===== config.mk =====
export PLATFORM = sky130hd
export DESIGN_NAME = hzc_ctrl
export DESIGN_NICKNAME = d
export VERILOG_FILES = /design/src/rtl/hzc_pkg.sv /design/src/rtl/hzc_producer.sv /design/src/rtl/hzc_src_check.sv /design/src/rtl/hzc_squash_track.sv /design/src/rtl/hzc_ctrl.sv
export SDC_FILE = /design/constraint.sdc
export NUM_CORES = 1
export LEC_CHECK = 0
export BUFFER_PORTS_ARGS = -buffer_cell sky130_fd_sc_hd__clkbuf_2
export CAP_MARGIN = 20
export CORE_AREA = 2 2 69 71
export CTS_CLUSTER_DIAMETER = 100
export DETAILED_ROUTE_END_ITERATION = 6
export DIE_AREA = 0 0 71 73
export MAX_ROUTING_LAYER = met4
export PLACE_DENSITY = 0.7
export SLEW_MARGIN = 20
export SYNTH_ARGS = -nofsm -noshare
export SYNTH_HDL_FRONTEND = slang
export SYNTH_SLANG_ARGS = --single-unit

===== constraint.sdc =====
create_clock -name clk -period 3.48 [get_ports clk]
set_clock_uncertainty 0.05 [all_clocks]
set_input_delay 1.044 -clock clk [delete_from_list [all_inputs] [get_ports clk]]
set_output_delay 1.044 -clock clk [all_outputs]
set_load 0.1 [all_outputs]

===== src/rtl/hzc_pkg.sv =====
`timescale 1ns/1ps
package hzc_pkg;

    // Stage positions; the squash-mark vector and flush vector rely on this order.
    localparam int STG_IF1  = 0;
    localparam int STG_IF2  = 1;
    localparam int STG_ID   = 2;
    localparam int STG_EX1  = 3;
    localparam int STG_EX2  = 4;
    localparam int STG_MEM1 = 5;
    localparam int STG_MEM2 = 6;
    localparam int STG_WB   = 7;
    localparam int NUM_STG  = 8;

    // Producers checked against ID: EX1, EX2, MEM1, MEM2 (index 0..3).
    localparam int NUM_PROD  = STG_MEM2 - STG_EX1 + 1;
    localparam int NUM_SRC   = 2;
    localparam int FLUSH_N   = STG_EX2 - STG_IF1;
    localparam int KIND_W    = 4;

    typedef enum logic [KIND_W-1:0] {
        K_IDLE     = 4'd0,
        K_ALU_RR   = 4'd1,
        K_ALU_IMM  = 4'd2,
        K_LOAD     = 4'd3,
        K_STORE    = 4'd4,
        K_BRANCH   = 4'd5,
        K_JUMP     = 4'd6,
        K_SYS      = 4'd7,
        K_JUMP_REG = 4'd8
    } op_kind_e;

    typedef enum logic [1:0] {
        FWD_RF    = 2'd0,
        FWD_EXMEM = 2'd1,
        FWD_MEMWB = 2'd2
    } fwd_sel_e;

    typedef struct packed {
        logic live;
        logic load;
    } prod_flags_t;

    function automatic logic kind_reads_a(input logic [KIND_W-1:0] k);
        case (k)
            K_ALU_RR, K_ALU_IMM, K_LOAD, K_STORE, K_BRANCH, K_JUMP_REG: kind_reads_a = 1'b1;
            default: kind_reads_a = 1'b0;
        endcase
    endfunction

    function automatic logic kind_reads_b(input logic [KIND_W-1:0] k);
        case (k)
            K_ALU_RR, K_STORE, K_BRANCH: kind_reads_b = 1'b1;
            default: kind_reads_b = 1'b0;
        endcase
    endfunction

    function automatic logic kind_writes(input logic [KIND_W-1:0] k);
        case (k)
            K_ALU_RR, K_ALU_IMM, K_LOAD: kind_writes = 1'b1;
            default: kind_writes = 1'b0;
        endcase
    endfunction

endpackage


===== src/rtl/hzc_producer.sv =====
`timescale 1ns/1ps
module hzc_producer
    import hzc_pkg::*;
#(
    parameter int REG_W = 8
) (
    input  logic              valid,
    input  logic [KIND_W-1:0] kind,
    input  logic [REG_W-1:0]  dst,
    input  logic              squashed,
    output prod_flags_t       flags
);
    localparam logic [REG_W-1:0] NO_REG = '1;

    always_comb begin
        flags.live = valid && !squashed && kind_writes(kind) && (dst != NO_REG);
        flags.load = (kind == K_LOAD);
    end
endmodule


===== src/rtl/hzc_src_check.sv =====
`timescale 1ns/1ps
module hzc_src_check
    import hzc_pkg::*;
#(
    parameter int REG_W = 8
) (
    input  logic                             used,
    input  logic [REG_W-1:0]                 src,
    input  prod_flags_t [NUM_PROD-1:0]       prod,
    input  logic [NUM_PROD-1:0][REG_W-1:0]   prod_dst,
    output logic                             stall,
    output fwd_sel_e                         fwd
);
    localparam int P_EX1  = STG_EX1  - STG_EX1;
    localparam int P_EX2  = STG_EX2  - STG_EX1;
    localparam int P_MEM1 = STG_MEM1 - STG_EX1;
    localparam int P_MEM2 = STG_MEM2 - STG_EX1;

    logic [NUM_PROD-1:0] hit;

    for (genvar p = 0; p < NUM_PROD; p++) begin : g_hit
        assign hit[p] = used && prod[p].live && (prod_dst[p] == src);
    end

    always_comb begin
        stall = hit[P_EX1]
             || (hit[P_EX2]  && prod[P_EX2].load)
             || (hit[P_MEM1] && prod[P_MEM1].load);
        if (hit[P_EX2] && !prod[P_EX2].load)
            fwd = FWD_EXMEM;
        else if ((hit[P_MEM1] && !prod[P_MEM1].load) || hit[P_MEM2])
            fwd = FWD_MEMWB;
        else
            fwd = FWD_RF;
    end
endmodule


===== src/rtl/hzc_squash_track.sv =====
`timescale 1ns/1ps
module hzc_squash_track
    import hzc_pkg::*;
(
    input  logic               clk,
    input  logic               rst,
    input  logic               flush,
    input  logic               hold,
    output logic [NUM_STG-1:0] mark
);
    logic [NUM_STG-1:0] nxt;

    always_comb begin
        nxt = '0;
        if (flush) begin
            for (int i = STG_IF2; i <= STG_EX2; i++) nxt[i] = 1'b1;
            for (int i = STG_MEM1; i < NUM_STG; i++) nxt[i] = mark[i-1];
        end else if (hold) begin
            nxt[STG_IF2] = mark[STG_IF2];
            nxt[STG_ID]  = mark[STG_ID];
            nxt[STG_EX1] = 1'b0;
            for (int i = STG_EX2; i < NUM_STG; i++) nxt[i] = mark[i-1];
        end else begin
            for (int i = STG_IF2; i < NUM_STG; i++) nxt[i] = mark[i-1];
        end
    end

    always_ff @(posedge clk) begin
        if (rst) mark <= '0;
        else     mark <= nxt;
    end

    // a flush leaves IF2..EX2 tagged in the next cycle
    p_flush_squashes_r10: assert property (@(posedge clk) disable iff (rst)
        flush |=> (mark[STG_EX2:STG_IF2] == '1));

    // a held front keeps its tags
    p_hold_keeps_front_r10: assert property (@(posedge clk) disable iff (rst)
        (hold && !flush) |=> (mark[STG_ID:STG_IF2] == $past(mark[STG_ID:STG_IF2])));

    // the inserted no-op is a plain bubble, not a squashed slot
    p_bubble_clean_r3: assert property (@(posedge clk) disable iff (rst)
        (hold && !flush) |=> !mark[STG_EX1]);
endmodule


===== src/rtl/hzc_ctrl.sv =====
`timescale 1ns/1ps
module hzc_ctrl
    import hzc_pkg::*;
#(
    parameter int REG_W = 8
) (
    input  logic               clk,
    input  logic               rst,
    input  logic               id_valid,
    input  logic [3:0]         id_kind,
    input  logic [REG_W-1:0]   id_src_a,
    input  logic [REG_W-1:0]   id_src_b,
    input  logic               ex1_valid,
    input  logic [3:0]         ex1_kind,
    input  logic [REG_W-1:0]   ex1_dst,
    input  logic               ex2_valid,
    input  logic [3:0]         ex2_kind,
    input  logic [REG_W-1:0]   ex2_dst,
    input  logic               ex2_mispredict,
    input  logic               mem1_valid,
    input  logic [3:0]         mem1_kind,
    input  logic [REG_W-1:0]   mem1_dst,
    input  logic               mem2_valid,
    input  logic [3:0]         mem2_kind,
    input  logic [REG_W-1:0]   mem2_dst,
    input  logic               wb_valid,
    input  logic               wb_wr,
    output logic               hold_front_o,
    output logic               bubble_o,
    output logic [3:0]         flush_o,
    output logic [1:0]         fwd_a_o,
    output logic [1:0]         fwd_b_o,
    output logic               rf_rd_en_o,
    output logic               rf_wr_en_o,
    output logic [7:0]         squash_mark_o
);
    localparam logic [REG_W-1:0] NO_REG = '1;

    logic [NUM_STG-1:0]                mark;
    logic [NUM_PROD-1:0]               p_valid;
    logic [NUM_PROD-1:0][KIND_W-1:0]   p_kind;
    logic [NUM_PROD-1:0][REG_W-1:0]    p_dst;
    prod_flags_t [NUM_PROD-1:0]        p_flags;
    logic [NUM_SRC-1:0]                s_used;
    logic [NUM_SRC-1:0][REG_W-1:0]     s_reg;
    logic [NUM_SRC-1:0]                s_stall;
    fwd_sel_e                          s_fwd [NUM_SRC];

    logic id_active, wb_live, id_reads, data_stall, port_stall, flush_req, hold;

    assign p_valid = {mem2_valid, mem1_valid, ex2_valid, ex1_valid};
    assign p_kind  = {mem2_kind,  mem1_kind,  ex2_kind,  ex1_kind};
    assign p_dst   = {mem2_dst,   mem1_dst,   ex2_dst,   ex1_dst};

    for (genvar p = 0; p < NUM_PROD; p++) begin : g_prod
        hzc_producer #(.REG_W(REG_W)) u_prod (
            .valid    (p_valid[p]),
            .kind     (p_kind[p]),
            .dst      (p_dst[p]),
            .squashed (mark[STG_EX1 + p]),
            .flags    (p_flags[p])
        );
    end

    assign id_active = id_valid && !mark[STG_ID];
    assign s_reg     = {id_src_b, id_src_a};
    assign s_used[0] = id_active && kind_reads_a(id_kind) && (id_src_a != NO_REG);
    assign s_used[1] = id_active && kind_reads_b(id_kind) && (id_src_b != NO_REG);

    for (genvar s = 0; s < NUM_SRC; s++) begin : g_src
        hzc_src_check #(.REG_W(REG_W)) u_chk (
            .used     (s_used[s]),
            .src      (s_reg[s]),
            .prod     (p_flags),
            .prod_dst (p_dst),
            .stall    (s_stall[s]),
            .fwd      (s_fwd[s])
        );
    end

    assign id_reads   = |s_used;
    assign wb_live    = wb_valid && wb_wr && !mark[STG_WB];
    assign data_stall = |s_stall;
    assign port_stall = wb_live && id_reads;
    assign flush_req  = ex2_valid && ex2_mispredict && !mark[STG_EX2];
    assign hold       = !flush_req && (data_stall || port_stall);

    hzc_squash_track u_track (
        .clk   (clk),
        .rst   (rst),
        .flush (flush_req),
        .hold  (hold),
        .mark  (mark)
    );

    assign hold_front_o  = hold;
    assign bubble_o      = hold;
    assign flush_o       = {FLUSH_N{flush_req}};
    assign fwd_a_o       = s_fwd[0];
    assign fwd_b_o       = s_fwd[1];
    assign rf_rd_en_o    = id_reads && !wb_live;
    assign rf_wr_en_o    = wb_live;
    assign squash_mark_o = mark;

    // the ID slot after a flush is squashed, so it cannot hold the front
    p_no_hold_after_flush_r9: assert property (@(posedge clk) disable iff (rst)
        flush_o[0] |=> !hold_front_o);
endmodule


Yosys cells after proc, flatten, opt, wreduce, memory -nomap -nowiden:

Cells that the tools add are included.
W data, S select, Z words.

* output and inout port bits: 20
* memories kept: 0
* bits in registers: 8
* latch bits: 0
* bits of input ports: 78
* bits in writable memories: 0
* memory bits (read-only): 0
* word-level logic and storage cells: 121

* magnitude comparators: 0
* multiply operators: 0
* $add $sub $neg: 0
* equality and inequality tests: 33
* shifts and indexed selects: 0
* divide/modulo/power cells: 0
* reductions and logical operators: 73
* bitwise logic cells: 0
* muxes and demuxes: 12

Operator list (number)
* $eq A8 B8 Y1: 8
* $logic_and A1 B1 Y1: 48
* $ne A8 B8 Y1 const B: 6
* $eq A4 B2 Y1 const B: 10
* $eq A4 B1 Y1 const B: 5
* $reduce_or A3 Y1: 5
* $logic_not A1 Y1: 10
* $eq A4 B3 Y1 const B: 2
* $mux W2: 4
* $logic_or A1 B1 Y1: 7
* $mux W1: 6
* $reduce_or A6 Y1: 1
* $eq A4 B4 Y1 const B: 1
* $mux W4: 1
* $reduce_or A2 Y1: 2
* $mux W3: 1
* $ne A2 B1 Y1 const B: 1

Longest topological paths before layout:

* depth after elaboration: 15
* mapped depth: 8
* mapped depth without buffers: 6

Modules after synthesis:

Synthesis repeated with hierarchy kept, for this count alone.

* cell total of the unflattened synthesis: 182
* area, all modules: 1471.4 um2

By module, submodules not included
* hzc_src_check: cells an instance 51, seq. area each 0.0 um2, area each 420.4 um2, times used 2
* hzc_squash_track: cells an instance 24, seq. area each 140.1 um2, area each 239.0 um2, times used 1
* hzc_producer: cells an instance 7, seq. area each 0.0 um2, area each 52.6 um2, times used 4
* hzc_ctrl: cells an instance 28, seq. area each 0.0 um2, area each 181.4 um2, times used 1

Worst setup path after synthesis:

Ideal clock, no wire load.

* kind: input port to output port
* start: input port wb_valid
* end: output port hold_front_o
* cell stages on the path: 6
* buffers on the path: 1
* setup slack: -2.494 ns
* required time: 2.386 ns
* data arrival time: 4.880 ns
* cell sequence: nand2_1 -> nor2_1 -> o21ai_0 -> and3_2 -> a21oi_1 -> buf_4

* cells in the longest elaborated chain, start to end: 5

RTL lines
* start: declaration: RTL line hzc_ctrl.sv:26 `input logic wb_valid,`
* $logic_and A1 B1 Y1 (2 in series): RTL line hzc_ctrl.sv:82 `assign wb_live = wb_valid && wb_wr && !mark[STG_WB];`
* net rf_wr_en_o: RTL line hzc_ctrl.sv:34 `output logic rf_wr_en_o,`
* $logic_and A1 B1 Y1: RTL line hzc_ctrl.sv:84 `assign port_stall = wb_live && id_reads;`
* $logic_or A1 B1 Y1: RTL line hzc_ctrl.sv:86 `assign hold = !flush_req && (data_stall || port_stall);`
* $logic_and A1 B1 Y1: RTL line hzc_ctrl.sv:86
* end: declaration: RTL line hzc_ctrl.sv:28 `output logic hold_front_o,`

The timed path passes the listed nets, and every way through them passes these cells.

Worst setup path after layout:

* start: input port id_src_a[4]
* end: output port hold_front_o

* cells in the longest elaborated chain, start to end: 10
* elaborated cells between the ends (all ways): 20
* those cells by class: 4 x eq/ne; 16 x reduce/logical

RTL lines
* start: declaration: RTL line hzc_ctrl.sv:11 `input logic [REG_W-1:0] id_src_a,`
* $ne A8 B8 Y1: RTL line hzc_ctrl.sv:67 `assign s_used[0] = id_active && kind_reads_a(id_kind) && (id_src_a != NO_REG);`
* $logic_and A1 B1 Y1: RTL line hzc_ctrl.sv:67
* $logic_and A1 B1 Y1 (2 in series): RTL line hzc_src_check.sv:22 `assign hit[p] = used && prod[p].live && (prod_dst[p] == src);`
* $logic_and A1 B1 Y1: RTL line hzc_src_check.sv:27 `|| (hit[P_EX2] && prod[P_EX2].load)`
* $logic_or A1 B1 Y1: RTL line hzc_src_check.sv:27
* $logic_or A1 B1 Y1: RTL line hzc_src_check.sv:28 `|| (hit[P_MEM1] && prod[P_MEM1].load);`
* $reduce_or A2 Y1: RTL line hzc_ctrl.sv:83 `assign data_stall = |s_stall;`
* $logic_or A1 B1 Y1 (*): RTL line hzc_ctrl.sv:86
* $logic_and A1 B1 Y1 (*): RTL line hzc_ctrl.sv:86

Every way passes the cells marked *; elsewhere a longest branch is shown, timed or not.

==> parameters.txt <==
Parameter                              Value

Run status
  Result of the run    complete, but fails checks
  Violated checks    setup timing

Timing
  Shortest clock period the worst path allows after layout    3.77 ns
  Peak Freq    0.265 GHz
  Setup repair after global routing missed its margin    true
  Hold WS    0.447 ns
  Final critical-path share of the clock period    108%
  Worst-margin pin slew    0.556 ns
  Max-slew violation count    0
  Total Neg Setup Slack    -1.22 ns
  Endpoints failing setup    6
  Max-slew headroom    63.1%
  Worst-case setup margin in the final layout    -0.289 ns
  Number of failing hold endpoints at the final stage    0

Yosys
  Yosys warning total    0
  Largest area contributor in the netlist    sky130_fd_sc_hd__xnor2_1
  Average cell area after synthesis    7.70 um^2
  Post-Synth XOR/XNOR Area    39.9%
  Largest family of logic cells by synthesized area    XOR/XNOR gates
  Proportion of register bits with asynchronous set or reset after synthesis    0%
  Library cell with the highest instance count after synthesis    sky130_fd_sc_hd__xnor2_1
  Post-synthesis sequential area ratio    9.29%
  Library cells used by synthesis    40
  Total nets after synthesis    274
  Commonest cells post-synth    sky130_fd_sc_hd__xnor2_1 (44), sky130_fd_sc_hd__nand4_1 (26), sky130_fd_sc_hd__nor2_1 (19), sky130_fd_sc_hd__xor2_1 (16), sky130_fd_sc_hd__buf_4 (10)
  Number of standard cells after synthesis    196
  Post-synthesis compound-gate area fraction    10.6%
  Post-synthesis sequential element count    7
  Post-Synth Simple-Gate Area    27.2%
  Post-synthesis adder-cell area fraction    0%
  Share of cell area taken by muxes after synthesis    0%
  EDFF count, synth    0
  Area of the mapped netlist    1510 um^2
  Top post-synthesis cells by area    sky130_fd_sc_hd__xnor2_1 (26%), sky130_fd_sc_hd__nand4_1 (11%), sky130_fd_sc_hd__dfxtp_1 (9.3%)
  Most instantiated flip-flop cell in the synthesis netlist    sky130_fd_sc_hd__dfxtp_1
  Fraction of synthesized cell area taken by the top area cell type    25.5%

Worst hold path
  Hold depth    2
  Worst min path class    register to register
  Hold Startpoint    u_track.mark[5]
  Worst Hold Path EP    u_track.mark[6]

Drt
  Wirelength per Cell    16.9 um
  Final antenna-violating net count    0
  Via count    2000
  Remaining DRCs    0
  Vias per std cell    5.21
  DR iter-0 viols    122
  Total detailed-routing wirelength    6480 um
  DR pass1 iterations    4

Setup path
  Depth of the worst register-to-register path    7
  Most used cell, CP    sky130_fd_sc_hd__buf_12
  Data arrival, critical path    2.68 ns
  Kind of start point of the critical path    input pin
  Worst setup path category    input pin to output port
  Required @ worst endpoint    2.39 ns
  Slowest Stage Delay on Critical Path    0.36 ns
  Startpoint of the worst register-to-register path    u_track.mark[2]
  CP max stage cell    sky130_fd_sc_hd__a2111oi_4
  Cell-by-cell listing of the critical path    buf_12, buf_6, nand4_1, o21ai_2, a2111oi_4, a31oi_1, o31a_1, a21oi_4, buf_12
  Crit Path Max Fanout    3
  Terminus of the critical flop-to-flop path    u_track.mark[2]
  Worst reg-to-reg setup slack    1.53 ns
  Crit end category    output port

Layout
  Largest registers ranked by flip-flop count    u_track.mark: 7 flops
  Sequential cell area    140 um^2
  Non-filler cells in the finished layout    384
  Area growth from synthesis to layout    89.9%
  Final net count    409
  Fill cell total of the finished layout    347
  Share of final-layout standard cells stronger than drive strength 1    58.5%
  Multi-input gate area    1360 um^2
  Largest register by flop count    u_track.mark
  Number of flip-flops in the largest register    7
  Final antenna diode count    0

Power
  Switching part of the total    40.8%
  Leakage    1.26 nW
  Relative contribution of the clock network to total power    19.4%
  Areal power density over the cells    198 nW/um^2
  Part of the total power dissipated in sequential elements    15.4%
  Part of the power in combinational logic    65.2%
  Switching power of the nets    232 uW
  Maximum vdd drop    0.167 mV
  Internal power contribution    337 uW
  Power after layout    568 uW

Global routing
  Global-route track usage on met3    2.62%
  Met2 GRT Util    43.3%
  Layer with the highest usage after global routing    met2
  Global Route met1 Usage    27.2%
  Number of global-route vias before repair    1997
  Wire length of the first global-routing pass    9410 um
  GRT Resource Usage Total    23.6%
  Overflow after GRT    0
  Maximum number of pins on one net before global-route repair    10
  Initial antenna violation count    0

Place
  Placed Instances    373
  Final weighted congestion in routability-driven placement    0.963
  Count of input and output buffers    96
  Detailed placer's ending HPWL    5080 um

Die
  Count of standard-cell rows    25
  Vertical die dimension    73 um
  Die Footprint    5180 um^2
  Boundary Pins    98
  Area of the core region    4540 um^2
  DIE WIDTH    71 um
  Effective utilization at floorplan    33.3%

Clock network
  CTS root buffer    sky130_fd_sc_hd__clkbuf_8
  Number of clock buffers inserted by TritonCTS    3
  CTS clk-pin slew, worst paths    0.04 ns
  Hold-fix buffers at CTS    0
  Clock Sink Count    7
  Clk buf depth    2
  H-tree levels    1
  TritonCTS clock tree    done
  Clock insertion delay at the later pin of the skew report    0.22 ns

Job
  Max Cap Violations    0
-- per-stage QoR --
stage / area, um^2 / worst slack, ns / utilization (%)
final: 2870 / -0.289 / 63.2
after global routing: 2870 / -0.395 / 63.2
after CTS: 2720 / -0.282 / 59.9
after detailed placement: 2460 / -0.337 / 54.3
after global placement: 2460 / -0.353 / 54.3
after floorplan: 1640 / -0.696 / -
-- worst max-delay path: cells and delay by family --
family	cells	cell delay [ns]
buffers and inverters	3	0.42
and+or+nand+nor	1	0.10
AOI/OAI and AO/OA	5	1.08
-- repair_timing --
item / 4_1_cts / 5_1_grt
gates resized for setup: 40 / 36
hold endpoints to repair: 0 / 0
pin swaps: 10 / 14
setup endpoints to repair: 7 / 7
setup buffers: 3 / 4
-- cells by family (layout without fill, tap and decap cells) --
family                 after synthesis  in the layout
AO/OA/AOI/OAI                       21             21
XOR/XNOR                            64             64
buffers and inverters               32            166
flip-flops                           7              7
other                                1              1
AND/OR/NAND/NOR                     71             71
-- power groups by stage --
| stage | sequential [mW] | clock [mW] | combinational [mW] |
|---|---|---|---|
| 6_report | 0.0874 | 0.111 | 0.370 |
| 5_1_grt | 0.0876 | 0.119 | 0.391 |
| 4_1_cts | 0.0870 | 0.112 | 0.344 |
| 3_5_place_dp | 0.0881 | 0 | 0.322 |
| 3_3_place_gp | 0.0880 | 0 | 0.317 |
| 2_1_floorplan | 0.0948 | 0 | 0.196 |
-- worst max path at each step --
| stage | end | start | depth (start not counted) |
|---|---|---|---|
| global route | bubble_o | id_src_a[4] | 9 |
| detailed placement | hold_front_o | id_src_a[7] | 8 |
| floorplan | fwd_b_o[1] | id_src_b[2] | 6 |
| global placement | bubble_o | id_src_a[0] | 8 |
| CTS | hold_front_o | id_src_a[5] | 8 |
| finish | hold_front_o | id_src_a[4] | 9 |
-- metal layers --
| layer | up-vias | part of all wire (%) |
|---|---|---|
| met5 | - | 0 |
| met2 | 94 | 54 |
| met1 | 935 | 36 |
| li1 | 954 | - |
| met3 | 17 | 6.7 |
| met4 | 0 | 3.1 |
-- layout by cell type (no fill, tap or decap), types with 3 or more instances in the layout --
cell type and n:
sky130_fd_sc_hd__nand4_1 26, sky130_fd_sc_hd__buf_12 8, sky130_fd_sc_hd__clkbuf_2 65, sky130_fd_sc_hd__nor2_2 3
sky130_fd_sc_hd__buf_4 60, sky130_fd_sc_hd__xnor2_1 39, sky130_fd_sc_hd__nor4_1 5, sky130_fd_sc_hd__a31oi_1 3
sky130_fd_sc_hd__xnor2_2 8, sky130_fd_sc_hd__clkbuf_8 9, sky130_fd_sc_hd__buf_6 11, sky130_fd_sc_hd__inv_1 5
sky130_fd_sc_hd__xor2_1 16, sky130_fd_sc_hd__dfxtp_1 7, sky130_fd_sc_hd__buf_8 5, sky130_fd_sc_hd__nor2_1 14
-- cell type report --
type	instances	share of cell area [%]
Sequential cell	7	4.89
Timing Repair Buffer	157	43.0
Clock buffer	4	1.57
Inverter	5	0.655
Tap cell	54	2.36
Multi-Input combinational cell	157	47.5
No activity file was read; power rests on OpenSTA's default activity.
